<file path="config.mk">
export PLATFORM = sky130hd
export DESIGN_NAME = axpy_seq
export DESIGN_NICKNAME = d
export VERILOG_FILES = /design/src/rtl/axpy_pkg.sv /design/src/rtl/axpy_lat_pipe.sv /design/src/rtl/axpy_prod_buf.sv /design/src/rtl/axpy_seq.sv
export SDC_FILE = /design/constraint.sdc
export NUM_CORES = 2
export LEC_CHECK = 0
export BUFFER_PORTS_ARGS = -buffer_cell sky130_fd_sc_hd__buf_2
export CORE_ASPECT_RATIO = 0.7
export CORE_MARGIN = 2
export CORE_UTILIZATION = 62
export CTS_CLUSTER_SIZE = 16
export DETAILED_ROUTE_END_ITERATION = 8
export HOLD_SLACK_MARGIN = 0.06
export PLACE_DENSITY = 0.8
export SYNTH_ARGS = -nofsm -noshare
export SYNTH_HDL_FRONTEND = slang
export SYNTH_SLANG_ARGS = --single-unit
</file>
<file path="constraint.sdc">
create_clock -name clk -period 5.75 [get_ports clk]
set_input_delay 0.575 -clock clk [delete_from_list [all_inputs] [get_ports clk]]
set_output_delay 0.575 -clock clk [all_outputs]
set_load 0.01 [all_outputs]
</file>
<file path="src/rtl/axpy_pkg.sv">
package axpy_pkg;
    parameter int DATA_W = 16;
    parameter int VLEN   = 64;
    typedef logic signed [DATA_W-1:0] word_t;
endpackage

</file>
<file path="src/rtl/axpy_lat_pipe.sv">
module axpy_lat_pipe #(
    parameter int W     = 16,
    parameter int DEPTH = 4
) (
    input  logic         clk,
    input  logic         rst_n,
    input  logic [W-1:0] din,
    output logic [W-1:0] dout
);
    logic [W-1:0] stg_q [DEPTH];
    logic [W-1:0] stg_d [DEPTH];

    always_comb begin
        stg_d[0] = din;
        for (int k = 1; k < DEPTH; k++) stg_d[k] = stg_q[k-1];
    end

    for (genvar g = 0; g < DEPTH; g++) begin : g_stage
        always_ff @(posedge clk) begin
            if (!rst_n) stg_q[g] <= '0;
            else        stg_q[g] <= stg_d[g];
        end
    end

    assign dout = stg_q[DEPTH-1];
endmodule

</file>
<file path="src/rtl/axpy_prod_buf.sv">
module axpy_prod_buf #(
    parameter int W     = 16,
    parameter int DEPTH = 64,
    parameter int IW    = $clog2(DEPTH)
) (
    input  logic          clk,
    input  logic          wr_en,
    input  logic [IW-1:0] wr_idx,
    input  logic [W-1:0]  wr_data,
    input  logic [IW-1:0] rd_idx,
    output logic [W-1:0]  rd_data
);
    logic [W-1:0] cell_q [DEPTH];

    always_ff @(posedge clk) begin
        if (wr_en) cell_q[wr_idx] <= wr_data;
    end

    assign rd_data = cell_q[rd_idx];
endmodule

</file>
<file path="src/rtl/axpy_seq.sv">
module axpy_seq #(
    parameter int AW  = 16,
    parameter int LAT = 24
) (
    input  logic                       clk,
    input  logic                       rst_n,
    input  logic                       start,
    input  logic [axpy_pkg::DATA_W-1:0] scal_a,
    input  logic [AW-1:0]              x_base,
    input  logic [AW-1:0]              y_base,
    output logic                       busy,
    output logic                       done,
    output logic                       mem_req,
    output logic                       mem_we,
    output logic [AW-1:0]              mem_addr,
    output logic [axpy_pkg::DATA_W-1:0] mem_wdata,
    input  logic [axpy_pkg::DATA_W-1:0] mem_rdata
);
    import axpy_pkg::*;

    localparam int DW   = DATA_W;
    localparam int VL   = VLEN;
    localparam int IW   = $clog2(VL);
    localparam int LAST = 4*LAT + 2*VL - 1;
    localparam int CW   = $clog2(LAST + 1);

    // schedule bounds, counter value t = cycle number - 1
    localparam logic [CW-1:0] T_XRD_END = CW'(VL);
    localparam logic [CW-1:0] T_YRD0    = CW'(LAT + VL);
    localparam logic [CW-1:0] T_YRD_END = CW'(LAT + 2*VL);
    localparam logic [CW-1:0] T_PROD0   = CW'(2*LAT);
    localparam logic [CW-1:0] T_PROD_END= CW'(2*LAT + VL);
    localparam logic [CW-1:0] T_YIN0    = CW'(2*LAT + VL);
    localparam logic [CW-1:0] T_ST0     = CW'(4*LAT + VL);
    localparam logic [CW-1:0] T_LAST    = CW'(LAST);

    typedef struct packed {
        logic          busy;
        logic [CW-1:0] t;
        word_t         a;
        logic [AW-1:0] xb;
        logic [AW-1:0] yb;
    } seq_state_t;

    seq_state_t st_d, st_q;

    logic          x_rd, y_rd, st_wr, prod_wr, at_last;
    logic [IW-1:0] x_idx, y_idx, st_idx, prod_idx, yin_idx;
    logic [DW-1:0] mul_in, mul_out, add_in, add_out, buf_rd, st_out;

    // window decode
    always_comb begin
        at_last  = st_q.busy && (st_q.t == T_LAST);
        x_rd     = st_q.busy && (st_q.t < T_XRD_END);
        y_rd     = st_q.busy && (st_q.t >= T_YRD0) && (st_q.t < T_YRD_END);
        prod_wr  = st_q.busy && (st_q.t >= T_PROD0) && (st_q.t < T_PROD_END);
        st_wr    = st_q.busy && (st_q.t >= T_ST0);
        x_idx    = IW'(st_q.t);
        y_idx    = IW'(st_q.t - T_YRD0);
        prod_idx = IW'(st_q.t - T_PROD0);
        yin_idx  = IW'(st_q.t - T_YIN0);
        st_idx   = IW'(st_q.t - T_ST0);
    end

    // next state
    always_comb begin
        st_d = st_q;
        if (!st_q.busy) begin
            if (start) begin
                st_d.busy = 1'b1;
                st_d.t    = '0;
                st_d.a    = word_t'(scal_a);
                st_d.xb   = x_base;
                st_d.yb   = y_base;
            end
        end else if (at_last) begin
            st_d.busy = 1'b0;
            st_d.t    = '0;
        end else begin
            st_d.t = st_q.t + CW'(1);
        end
    end

    always_ff @(posedge clk) begin
        if (!rst_n) st_q <= '0;
        else        st_q <= st_d;
    end

    // datapath: scalar multiply chained on the x stream
    assign mul_in = DW'(st_q.a * word_t'(mem_rdata));

    axpy_lat_pipe #(.W(DW), .DEPTH(LAT)) u_mul_pipe (
        .clk(clk), .rst_n(rst_n), .din(mul_in), .dout(mul_out)
    );

    axpy_prod_buf #(.W(DW), .DEPTH(VL), .IW(IW)) u_prod_buf (
        .clk(clk), .wr_en(prod_wr), .wr_idx(prod_idx), .wr_data(mul_out),
        .rd_idx(yin_idx), .rd_data(buf_rd)
    );

    // add chained on the y stream, then store startup
    assign add_in = buf_rd + mem_rdata;

    axpy_lat_pipe #(.W(DW), .DEPTH(LAT)) u_add_pipe (
        .clk(clk), .rst_n(rst_n), .din(add_in), .dout(add_out)
    );

    axpy_lat_pipe #(.W(DW), .DEPTH(LAT)) u_st_pipe (
        .clk(clk), .rst_n(rst_n), .din(add_out), .dout(st_out)
    );

    // memory port
    always_comb begin
        mem_req   = x_rd | y_rd | st_wr;
        mem_we    = st_wr;
        mem_wdata = st_out;
        if (x_rd)       mem_addr = st_q.xb + AW'(x_idx);
        else if (y_rd)  mem_addr = st_q.yb + AW'(y_idx);
        else if (st_wr) mem_addr = st_q.yb + AW'(st_idx);
        else            mem_addr = '0;
    end

    assign busy = st_q.busy;
    assign done = at_last;
endmodule

</file>
== Yosys cells after proc, flatten, opt, wreduce, memory -nomap -nowiden ==
Memories as Yosys holds them, arrays and structs flattened.
Cells that the tools add are included.
Cells by class
  add/sub/neg operators: 9
  multipliers: 1
  order comparisons: 6
  eq/ne operators: 1
  multiplexer cells: 83
  bitwise logic cells: 75
  reductions and logical operators: 9
Operators by type and width (number)
  $mux 16: 75
  $or 1x1->1: 74
  $mux 57: 1
  $add 16x6->16: 3
  $sub 6x6->6 const B: 3
  $add 16x16->16: 1
  $lt 8x7->1 const B: 2
  $mul 16x16->16: 1
  $mux 9: 1
  $add 8x1->8 const B: 1
  $eq 8x8->1 const B: 1
  $ge 8x6->1 const B: 1
  $ge 8x7->1 const B: 1
  $ge 8x8->1 const B: 1
  $lt 8x8->1 const B: 1
  $mux 8: 1
  $logic_and 1x1->1: 7
  $sub 6x5->6 const B: 1
  $mux 1: 5
  $reduce_and 2->1: 1
  $reduce_bool 2->1: 1
  $not 1->1: 1
Word-level totals
  register bits after elaboration: 57
  bits in writable memories: 2176
  memories: 4
Memory list
  u_prod_buf.cell_q: depth 64, bits a word 16, rd ports 1, clocked after Yosys merged registers in 0, wr ports 1, line axpy_prod_buf.sv:13  | logic [W-1:0] cell_q [DEPTH];
  u_add_pipe.stg_q: depth 24, bits a word 16, rd ports 24, clocked after Yosys merged registers in 0, wr ports 24, line axpy_lat_pipe.sv:10  | logic [W-1:0] stg_q [DEPTH];
  u_mul_pipe.stg_q: depth 24, bits a word 16, rd ports 24, clocked after Yosys merged registers in 0, wr ports 24, line axpy_lat_pipe.sv:10
  u_st_pipe.stg_q: depth 24, bits a word 16, rd ports 24, clocked after Yosys merged registers in 0, wr ports 24, line axpy_lat_pipe.sv:10

== Depth between registers and ports, before layout ==
  depth in word-level cells: 5
  gate-level depth with buffers: 21

== By module ==
Synthesis repeated with hierarchy kept, for this count alone.
Second synthesis, totals
  cells, all modules: 5295
  area total of the unflattened synthesis: 79028.3 µm²
Modules (own cells, without submodules)
  axpy_prod_buf: times used 1, cells an instance 1813, area an instance 39721.8 µm², seq. area each 30749.5 µm²
  axpy_lat_pipe: times used 3, cells an instance 810, area an instance 10304.9 µm², seq. area each 7687.4 µm²
  axpy_seq: times used 1, cells an instance 1052, area an instance 8391.8 µm², seq. area each 1141.1 µm²

== Worst setup path after synthesis ==
OpenSTA, ideal clock, no wires.
  path type: input to register
  start point: input port mem_rdata[3] in the netlist's numbering
  end point: memory u_mul_pipe.stg_q[0][15]
  library setup time: 0.128 ns
  arrival time: 5.070 ns
  data required time: 5.622 ns
  slack: 0.552 ns
  stages: 18
  path through: clkbuf_1 and2_1 fa_1 inv_1 fa_1 inv_1 fa_1 fa_1 inv_1 fa_1 fa_1 xnor2_1 xnor2_1 xnor2_1 xnor2_1 xnor3_1 xnor2_1 nor2_1
RTL lines
  from (decl): line axpy_seq.sv:17  | input logic [axpy_pkg::DATA_W-1:0] mem_rdata
  to (decl): line axpy_lat_pipe.sv:10

==> reports/results.ini <==
[critical_path]
worstPathArrival_ns = 6.35
path_buf_inv = 3
start_kind = flip-flop
crit_chain = buf_4 > buf_12 > nor2_2 > buf_4 > a22oi_1 > o22a_1 > a31oi_1 > mux4_2 > ha_1 > a21o_1 > or3_1 > a21oi_1 > o31ai_1 > nor3b_1 > o211ai_1 > nand2_1
worstPathRequired_ns = 6.49
end_kind = flip-flop
cp_max_fo = 58
crit_path_frequent_cell = buf_4
cp_slowest_cell = nor2_2
crit_family = compound AO/OA/AOI/OAI gates
slowest_delay_ns = 1.04
path_class = reg2reg

[timing]
tightest_slew_ns = 1.400
fin_setup_tns_ns = 0
slew_headroom = 0.06686
final.period_utilization = 0.9752
whs_ns = 0.1335
min_period_ns = 5.607
clock_skew_ns = 0.07391
timing.fmax_ghz = 0.1783
grt_setup_unrepaired = no
hold_viol_final = 0
slew_viol_final = 0
setup_viol = 0

[floorplan]
die_area_um2 = 130000
coreArea_um2 = 126200
rows = 109
ios = 103
fp.dieW_um = 430.0
fp.dieH_um = 302.2
start_util = 0.6243

[grt]
antenna_found_initial = 13
track_usage = 0.2829
grt_max_degree = 267
overflow = 0
grt_pass1_vias = 45031
grt_pass1_wl_mm = 274.5

[min_path]
hold_path.class = in2reg

[route]
wl_met2_mm = 76.90
wirelength_mm = 184.1
drc = 0
first_iter_violations = 6403
vias = 46191
wl_met3_mm = 29.38
vias_per_cell = 5.901
post_drt_wl_per_cell_um = 23.52
met1_length_mm = 70.63
first_pass_iters = 9
highest_layer = met5
antenna_left = 0

[clock_network]
cts-buffers-inserted = 188
ctsRootBufferMaster = clkbuf_16
cts_tree = yes
htree_levels = 4
clkTransAtPathRegs_ns = 0.07
clk-insertion-delay-late_ns = 0.87
ctsResizeCount = 0
cts_buffer_depth = 3
clock_sinks = 2233

[pwr]
power_density_nw_per_um2 = 346.4
vdd_drop_max_mv = 0.2938
power_mw = 30.91
p_leak_nw = 33.29

[synthesis]
ys_seq_elements = 2233
netlist_area_um2 = 78760
ys_seq_area_frac = 0.6977
synthesis.nets = 5968
synthDistinctLibCells = 77
avgSynthCellArea_um2 = 13.77
ys.flop_type = dfxtp_1
syn_inst = 5720
synth_edf_count = 1024
async_flop_share = 0
yosysWarnings = 0

[finish]
nNetsFinal = 6247
syn_to_final_growth_pct = 13.31
ff_latch_area_um2 = 54990
multi_input_area_um2 = 21970
nFillCells = 8058
layout_commonest_cell = and2_1
final_util = 0.7075
final_cell_area_um2 = 89250
final_cell_mix = and2_1 (1,191), dfxtp_1 (1,189), edfxtp_1 (1,024)
layout-drive-gt1-share = 0.1367

[placement]
dpl_cell_area_um2 = 82340
port_buffers = 102
dpl.hpwl_mm = 111.1
gp_congestion = 0.9254

[flow_run]
cap_viol_max_count = 0

[run_status]
status = complete, no violations

==> registers in the layout (all words and copies together), names as in the netlist <==
signal / count
busy: 1
u_mul_pipe.stg_q: 384
st_q: 56
u_st_pipe.stg_q: 384
u_add_pipe.stg_q: 384
u_prod_buf.cell_q: 1024
==> what timing repair did <==
action / 4_1_cts / 5_1_grt
endpoints found under the hold margin: 48 / 0
hold buffers: 48 / 0
buffers inserted: 0 / 0
==> routing by layer <==
layer  track usage  vias to the layer above
met5       0.01140                        -
met4        0.1135                        8
met3        0.1184                      524
met2        0.4035                     3090
met1        0.3844                    22205
li1              -                    20364
==> final cells by class <==
cell class	count	share of cell area
tap	1665	0.02334
timing repair buffer	400	0.03617
clock inverter	83	0.01266
inverter	147	0.006183
multi-input combinational	3029	0.2461
sequential	2233	0.6161
antenna	8	0.0002243
clock buffer	262	0.05915
==> logic make-up after synthesis <==
| family | after synthesis | share of synthesized area |
|---|---|---|
| xor gates and xnor gates | 68 | 0.007736 |
| buffers and inverters | 458 | 0.02539 |
| and+or+nand+nor | 1791 | 0.1260 |
| muxes | 273 | 0.04631 |
| adders and majority gates | 181 | 0.03657 |
| AOI/OAI and AO/OA | 716 | 0.06032 |
| DFF | 2233 | 0.6977 |
==> where the power goes <==
part,leakage [nW],internal (mW),switching (mW)
clock network,3.11,7.18,5.76
registers,19.0,16.6,0.0698
logic,11.1,0.536,0.805
total,33.3,24.3,6.64
==> worst paths after layout <==
kind | from | endpoint | slack, ns | cells after the start
max | st_q[48]$_SDFFE_PN0P_ | u_add_pipe.stg_q[0][15]$_SDFF_PN0_ | 0.14 | 16
min | start | st_q[49]$_SDFFE_PN0P_ | 0.13 | 4
max reg2reg | st_q[48]$_SDFFE_PN0P_ | u_add_pipe.stg_q[0][15]$_SDFF_PN0_ | 0.14 | 16
min reg2reg | u_add_pipe.stg_q[0][24]$_SDFF_PN0_ | u_add_pipe.stg_q[0][40]$_SDFF_PN0_ | 0.36 | 1
==> cells in the mapped netlist, drive strengths merged, types with 99 or more instances <==
library cell,instances,share of area
nand2,313,0.015
nor2,196,0.0095
dfxtp,1209,0.31
o21ai,137,0.0087
buf,103,0.0085
clkbuf,208,0.0099
edfxtp,1024,0.39
mux2i,148,0.019
and2,1192,0.095
inv,144,0.0069
ha,99,0.016
a21oi,224,0.014
==> worst min-delay path, cell delays in order <==
cell     delay (ns)
buf_2          0.13
nor3_1         0.05
a21oi_1        0.13
nor2_1         0.05
==> stage by stage <==
step	setup slack [ns]	cells
3_5_place_dp	0.1456	7426
6_report	0.1429	7827
4_1_cts	0.4116	7819
2_1_floorplan	0.5523	5720
5_1_grt	0.1247	7825
3_3_place_gp	0.1696	7426
Power figures use the tool's default switching activity.
